[src/rtl/clksys_pkg.sv]
package clksys_pkg;

    localparam int SRC_N        = 6;
    localparam int SEL_W        = 3;
    localparam int MAX_LOG      = 5;
    localparam int CH_N         = 3;
    localparam int ADDR_W       = 2;
    localparam int DATA_W       = 16;
    localparam int FIELD_STRIDE = 4;
    localparam int PIN_LSB      = 12;
    localparam int OFF_BIT      = 8;
    localparam int DIV_N        = CH_N + 2;

    typedef enum logic [SEL_W-1:0] {
        SRC_LFXT   = 3'd0,
        SRC_VLO    = 3'd1,
        SRC_REF    = 3'd2,
        SRC_DCO    = 3'd3,
        SRC_DCODIV = 3'd4,
        SRC_HFXT   = 3'd5,
        SRC_RSV6   = 3'd6,
        SRC_RSV7   = 3'd7
    } src_e;

    typedef enum logic [ADDR_W-1:0] {
        REG_SEL  = 2'd0,
        REG_DIV  = 2'd1,
        REG_MISC = 2'd2,
        REG_NONE = 2'd3
    } reg_e;

    typedef enum logic [1:0] {
        SW_RUN    = 2'd0,
        SW_DROP   = 2'd1,
        SW_ENGAGE = 2'd2
    } sw_state_e;

    typedef logic [CH_N-1:0][SEL_W-1:0] chcode_t;

    function automatic logic [SEL_W-1:0] div_log(input logic [SEL_W-1:0] code);
        return (code > SEL_W'(MAX_LOG)) ? SEL_W'(MAX_LOG) : code;
    endfunction

    function automatic logic [SEL_W-1:0] route_src(input logic [SEL_W-1:0] code,
                                                   input logic hf_ok);
        logic [SEL_W-1:0] r;
        case (src_e'(code))
            SRC_HFXT: r = hf_ok ? SRC_HFXT : SRC_DCODIV;
            SRC_RSV6,
            SRC_RSV7: r = SRC_DCODIV;
            default:  r = code;
        endcase
        return r;
    endfunction

    function automatic logic [SEL_W-1:0] chan_reset_sel(input int ch);
        return (ch == 0) ? SRC_LFXT : SRC_DCODIV;
    endfunction

endpackage

[src/rtl/clk_glitchless_mux.sv]
module clk_glitchless_mux
    import clksys_pkg::*;
#(
    parameter int              N       = 6,
    parameter int              IW      = 3,
    parameter logic [IW-1:0]   RST_SEL = '0
) (
    input  logic          clk,
    input  logic          rst,
    input  logic [N-1:0]  src,
    input  logic [IW-1:0] want,
    output logic          out,
    output logic          parked,
    output logic [IW-1:0] active
);
    localparam int PAD = 1 << IW;

    logic [PAD-1:0] src_ext;
    logic [IW-1:0]  cur;
    logic           gate;
    sw_state_e      st;

    assign src_ext = PAD'(src);
    assign parked  = ~gate;
    assign active  = cur;

    always_ff @(posedge clk) begin
        if (rst) begin
            cur  <= RST_SEL;
            gate <= 1'b1;
            st   <= SW_RUN;
            out  <= 1'b0;
        end else begin
            out <= gate & src_ext[cur];
            case (st)
                SW_RUN: begin
                    if (want != cur) st <= SW_DROP;
                end
                SW_DROP: begin
                    if (!src_ext[cur]) begin
                        gate <= 1'b0;
                        cur  <= want;
                        st   <= SW_ENGAGE;
                    end
                end
                SW_ENGAGE: begin
                    if (!src_ext[cur]) begin
                        gate <= 1'b1;
                        st   <= SW_RUN;
                    end
                end
                default: st <= SW_RUN;
            endcase
        end
    end
endmodule

[src/rtl/clk_pow2_div.sv]
module clk_pow2_div
    import clksys_pkg::*;
#(
    parameter int MAX_L = 5,
    parameter int CW    = 3
) (
    input  logic             clk,
    input  logic             rst,
    input  logic             in,
    input  logic [CW-1:0]    code,
    output logic             out,
    output logic [CW-1:0]    ratio_log,
    output logic [MAX_L-1:0] phase
);
    logic             prev;
    logic [CW-1:0]    act, act_n;
    logic [MAX_L-1:0] cnt, cnt_n, nxt, mask;
    logic [MAX_L:0]   taps;

    always_comb begin
        act_n = act;
        cnt_n = cnt;
        nxt   = cnt + 1'b1;
        mask  = MAX_L'((32'd1 << act) - 32'd1);
        if (in && !prev) begin
            if ((nxt & mask) == '0) begin
                act_n = CW'(div_log(SEL_W'(code)));
                cnt_n = '0;
            end else begin
                cnt_n = nxt;
            end
        end
        taps = {cnt_n, in};
    end

    always_ff @(posedge clk) begin
        if (rst) begin
            prev <= 1'b0;
            act  <= '0;
            cnt  <= '0;
            out  <= 1'b0;
        end else begin
            prev <= in;
            act  <= act_n;
            cnt  <= cnt_n;
            out  <= taps[act_n];
        end
    end

    assign ratio_log = act;
    assign phase     = cnt;
endmodule

[src/rtl/clk_sys_gen.sv]
module clk_sys_gen
    import clksys_pkg::*;
#(
    parameter logic [SEL_W-1:0] TAP_RST_CODE = 3'd1
) (
    input  logic              clk,
    input  logic              rst,
    input  logic              wr_en,
    input  logic [ADDR_W-1:0] wr_addr,
    input  logic [DATA_W-1:0] wr_data,
    input  logic              osc_lfxt,
    input  logic              osc_vlo,
    input  logic              osc_ref,
    input  logic              osc_dco,
    input  logic              osc_hfxt,
    input  logic              hfxt_ok,
    output logic              aux_clk,
    output logic              aux_pin_clk,
    output logic              mst_clk,
    output logic              sub_clk
);
    chcode_t          sel_q, div_q;
    logic [SEL_W-1:0] pin_div_q, tap_div_q;
    logic             sub_off_q, off_act;
    logic             unused_wd;

    logic [SRC_N-1:0]                 src_vec;
    logic                             dco_tap;
    logic [CH_N-1:0]                  ch_src, ch_div, ch_parked;
    chcode_t                          ch_active;
    logic [DIV_N-1:0][SEL_W-1:0]      div_logs;
    logic [DIV_N-1:0][MAX_LOG-1:0]    div_phases;

    assign unused_wd = ^{wr_data[15], wr_data[11], wr_data[7], wr_data[3]};

    // configuration words (R10, reset values R6)
    always_ff @(posedge clk) begin
        if (rst) begin
            for (int ch = 0; ch < CH_N; ch++) begin
                sel_q[ch] <= chan_reset_sel(ch);
                div_q[ch] <= '0;
            end
            pin_div_q <= '0;
            tap_div_q <= TAP_RST_CODE;
            sub_off_q <= 1'b0;
        end else if (wr_en) begin
            case (reg_e'(wr_addr))
                REG_SEL: begin
                    for (int ch = 0; ch < CH_N; ch++)
                        sel_q[ch] <= wr_data[ch*FIELD_STRIDE +: SEL_W];
                end
                REG_DIV: begin
                    for (int ch = 0; ch < CH_N; ch++)
                        div_q[ch] <= wr_data[ch*FIELD_STRIDE +: SEL_W];
                    pin_div_q <= wr_data[PIN_LSB +: SEL_W];
                end
                REG_MISC: begin
                    tap_div_q <= wr_data[SEL_W-1:0];
                    sub_off_q <= wr_data[OFF_BIT];
                end
                default: ;
            endcase
        end
    end

    // divided DCO tap
    clk_pow2_div #(.MAX_L(MAX_LOG), .CW(SEL_W)) u_tap (
        .clk(clk), .rst(rst), .in(osc_dco), .code(tap_div_q),
        .out(dco_tap), .ratio_log(div_logs[CH_N]), .phase(div_phases[CH_N])
    );

    assign src_vec = {osc_hfxt, dco_tap, osc_dco, osc_ref, osc_vlo, osc_lfxt};

    for (genvar ch = 0; ch < CH_N; ch++) begin : g_ch
        logic [SEL_W-1:0] route;
        assign route = route_src(sel_q[ch], hfxt_ok);

        clk_glitchless_mux #(
            .N(SRC_N), .IW(SEL_W), .RST_SEL(chan_reset_sel(ch))
        ) u_mux (
            .clk(clk), .rst(rst), .src(src_vec), .want(route),
            .out(ch_src[ch]), .parked(ch_parked[ch]), .active(ch_active[ch])
        );

        clk_pow2_div #(.MAX_L(MAX_LOG), .CW(SEL_W)) u_div (
            .clk(clk), .rst(rst), .in(ch_src[ch]), .code(div_q[ch]),
            .out(ch_div[ch]), .ratio_log(div_logs[ch]), .phase(div_phases[ch])
        );
    end

    // external pin copy of the auxiliary source
    clk_pow2_div #(.MAX_L(MAX_LOG), .CW(SEL_W)) u_pin (
        .clk(clk), .rst(rst), .in(ch_src[0]), .code(pin_div_q),
        .out(aux_pin_clk), .ratio_log(div_logs[CH_N+1]), .phase(div_phases[CH_N+1])
    );

    // subsystem park: the off request is taken only while the clock is low
    always_ff @(posedge clk) begin
        if (rst)             off_act <= 1'b0;
        else if (!ch_div[2]) off_act <= sub_off_q;
    end

    assign aux_clk = ch_div[0];
    assign mst_clk = ch_div[1];
    assign sub_clk = ch_div[2] & ~off_act;
endmodule

[config.mk]
export PLATFORM = sky130hd
export DESIGN_NAME = clk_sys_gen
export DESIGN_NICKNAME = d
export VERILOG_FILES = /design/src/rtl/clksys_pkg.sv /design/src/rtl/clk_glitchless_mux.sv /design/src/rtl/clk_pow2_div.sv /design/src/rtl/clk_sys_gen.sv
export SDC_FILE = /design/constraint.sdc
export NUM_CORES = 1
export LEC_CHECK = 0
export BUFFER_PORTS_ARGS = -buffer_cell sky130_fd_sc_hd__buf_2
export CAP_MARGIN = 20
export CORE_ASPECT_RATIO = 1.2
export CORE_MARGIN = 1.5
export CORE_UTILIZATION = 55
export CTS_BUF_LIST = sky130_fd_sc_hd__clkbuf_8
export DETAILED_ROUTE_END_ITERATION = 10
export PLACE_DENSITY = 0.8
export SYNTH_ARGS = -nofsm -noshare
export SYNTH_HDL_FRONTEND = slang
export SYNTH_SLANG_ARGS = --single-unit
[constraint.sdc]
create_clock -name clk -period 5.4 [get_ports clk]
set_clock_uncertainty 0.15 [all_clocks]
set_input_delay 0.54 -clock clk [delete_from_list [all_inputs] [get_ports clk]]
set_output_delay 0.54 -clock clk [all_outputs]
set_load 0.02 [all_outputs]
==> metrics.md <==
| Metric | Value |
|---|---|
| Nets | `683` |
| Main synth FF type | `dfxtp_1` |
| Synth warnings | `0` |
| Core ar. | `0.009467 mm^2` |
| Max-Slew Margin vs Limit | `0.3920` |
| Smallest hold slack | `0.2433 ns` |
| Cts bufs inserted | `9` |
| Tightest Pin Transition | `0.9080 ns` |
| Largest net degree at the start of global routing | `50` |
| DRT iter0 DRCs | `261` |
| Clock Sinks | `96` |
| # resized after CTS | `0` |
| Net Sw Frac | `0.2802` |
| CP max FO | `9` |
| R2r startpoint | `u_tap.ratio_log[0]` |
| Synth cell types | `60` |
| Commonest non-fill, non-tap cell in the layout | `dfxtp_1` |
| I/O pin total | `31` |
| CTS tree | `yes` |
| Share of synthesized registers carrying an async set or reset | `0` |
| Peak VDD IR | `~150 uV` |
| Slowest-stage cell, CP | `dfxtp_1` |
| Skew-Pair Late Insertion Delay | `0.37 ns` |
| Final TNS setup | `0 ns` |
| CTS root buffer | `clkbuf_8` |
| RSZ-0062 raised after global routing | `no` |
| Critical Path RT | `5.58 ns` |
| Grt total ovfl | `0` |
| TritonRoute pass-1 iters | `5` |
| RePlAce Congestion | `0.8276` |
| # fillers | `869` |
| Global-route wire length before repair | `slightly below 20 mm` |
| Post-Syn Instances | `between 600 and 700` |
| Most frequent cells in the layout | `dfxtp_1 (96), nor2_1 (91), mux2i_1 (50), a21oi_1 (47), nand2_1 (40)` |
| H-tree levels | `3` |
| DR vias | `4,599` |
| WL final | `~11 mm` |
| Drt drc | `0` |
| Seq pwr share | `0.535` |
| Setup violators final | `0` |
| Outcome | `completed` |
| Max cap viols | `0` |
| Seq/Total Area, Yosys | `0.3595` |
| Clock Pin Slew Worst Setup and Hold Paths | `0.10 ns` |
| Worst hold path type | `in -> reg` |
| Yosys reg bits | `96` |
| Setup CP Type | `reg -> reg` |
| Hpwl dp | `8.287 mm` |
| Clock Path Buffers | `2` |
| Port bufs | `26` |
| Final period util | `0.6272` |
| Die X | `93.01 um` |
| DRT antenna net count | `0` |
| Delay-heaviest family, CP | `simple AND/OR/NAND/NOR gates` |
| EDFF count, synth | `0` |
| Syn Nets | `674` |
| Wire per inst | `14.80 um` |
| Tmin final | `~3.4 ns` |
| Slew Limit Fails | `0` |
| Buf/Inv on CP | `0` |
| WP data arrival | `3.56 ns` |
| Die Y | `approximately 110 um` |
| Hold Fails Final Rpt | `0` |
| Critical path's most frequent cell | `o21ai_0` |
| Initial antenna violation count | `0` |
| Die ar. | `a little over 0.01 mm^2` |
| Crit path from | `u_tap.ratio_log[0]` |
| Critical Path Max Stage Delay | `0.50 ns` |
| Mean Syn Cell Area | `8.393 um^2` |
| Sw power | `0.0004014 W` |
| CP Launch Type | `flip-flop` |
| Int Pwr | `0.001031 W` |
| Gate power share | `0.133` |
| Row count | `39` |
| Hold_sp | `wr_data[12]` |
| Total track usage | `0.2304` |
| Ant diodes | `0` |
| Total power | `0.001433 W` |
| Share of layout cells above drive strength 1 | `0.1045` |
| CTS Hold Bufs | `0` |
| Lkg Pwr | `2.347 nW` |
| Nature of the critical path endpoint | `flip-flop` |
| Critical Path, Cell by Cell | `or3b_2, ha_1, nor3b_1, nor3_1, o21ai_0, o21ai_0, o31a_1, mux2_1, nor4b_1, a211o_1` |
| DR vias/cell | `slightly below 6` |
| Synth Cell Area | `0.005346 mm^2` |
| Setup bufs post-CTS | `0` |
| Syn-to-layout area delta | `6.670%` |
| Number of global-route vias before repair | `4,435` |
| Core Util, Final | `0.6024` |
| Max Freq | `295.3 MHz` |
| Initial core utilization | `0.5648` |
| Clock share of power | `0.332` |
| Power Dens Cells | `251.2 mW/mm^2` |
synthesized netlist by cell type (3+ instances only):
cell,count,area (um^2)
o211ai_1,3,22.52
mux4_2,3,67.56
a22oi_1,5,37.54
mux2i_1,50,500.5
nand3_1,15,75.07
o22ai_1,6,37.54
o31a_1,6,52.55
a31oi_1,5,31.28
a211oi_1,6,45.04
or2_2,3,18.77
a21o_1,5,37.54
or3b_2,3,26.28
dfxtp_1,96,1922
o211a_1,3,30.03
a21oi_1,47,235.2
nand3b_1,10,75.07
or3_1,4,25.02
nor2_1,91,341.6
clkbuf_1,18,67.56
nor4b_1,5,43.79
and2_1,5,31.28
a311o_1,3,30.03
buf_2,6,30.03
xor2_1,15,131.4
a2111oi_0,8,70.07
nor3_2,3,30.03
ha_1,10,125.1
o21ai_0,24,120.1
nor3b_1,13,97.59
nor2b_1,19,118.9
xnor2_1,9,78.83
inv_1,25,93.84
nor3_1,18,90.09
nand2b_1,12,75.07
nand2_1,40,150.1
a211o_1,8,70.07
per-stage QoR:
step / instances / cell area (um^2) / setup slack [ns]
final: 774 / 5703 / 2.013
after global routing: 774 / 5703 / 1.798
after CTS: 774 / 5703 / 2.044
after detailed placement: 758 / 5508 / 2.131
after global placement: 758 / 5508 / 2.231
after floorplan: 637 / 5346 / 2.368
area by class of cell:
class,instances,area (um^2),area share
clock buffers,9,123.9,0.02172
clock inverters,7,71.32,0.01251
inverters,25,93.84,0.01645
multi-input cells,486,3193,0.5599
flip-flops and latches,96,1922,0.3370
well taps,123,153.9,0.02699
repair buffers,28,145.1,0.02545
flip-flops by register name, summed over array words and instances (netlist names), 5 cells and up:
signal	cells
g_ch.u_div.phase	15
div_q	9
u_tap.phase	5
g_ch.u_div.ratio_log	9
g_ch.u_mux.active	9
g_ch.u_mux.st	6
sel_q	9
u_pin.phase	5
worst paths after layout:
check | endpoint | slack (ns) | depth (start not counted)
setup / recovery | u_tap.out | 2.01 | 10
hold / removal | pin_div_q[0] | 0.24 | 3
setup reg to reg | u_tap.out | 2.01 | 10
hold reg to reg | g_ch[0].u_mux.out | 0.33 | 1
power by group through the flow:
stage,clock [W],sequential [W],combinational [W]
2_1_floorplan,0,0.000774,0.000151
3_5_place_dp,0,0.000782,0.000188
6_report,0.000475,0.000767,0.000191
5_1_grt,0.000507,0.000772,0.000211
3_3_place_gp,0,0.000780,0.000181
4_1_cts,0.000480,0.000766,0.000191
per-layer routing:
layer / vias to the layer above / track usage / part of all wire
met5: - / 0 / 0
met2: 75 / 0.4146 / 0.52
met3: 25 / 0.03772 / 0.033
li1: 2288 / - / -
met1: 2211 / 0.2594 / 0.42
met4: 0 / 0.1091 / 0.025
cells by family after synthesis:
family	count (synthesis)	share of synthesized area
and+or+nand+nor	250	0.2378
AOI/OAI and AO/OA	145	0.1804
DFF	96	0.3595
muxes	57	0.1154
buffers and inverters	55	0.04423
xor gates and xnor gates	24	0.03932
adders and majority gates	10	0.02340
worst min-delay path, cell delays in order:
cell     delay (ns)
buf_2          0.08
mux2i_1        0.05
nor2_1         0.07
Power figures use the tool's default switching activity.
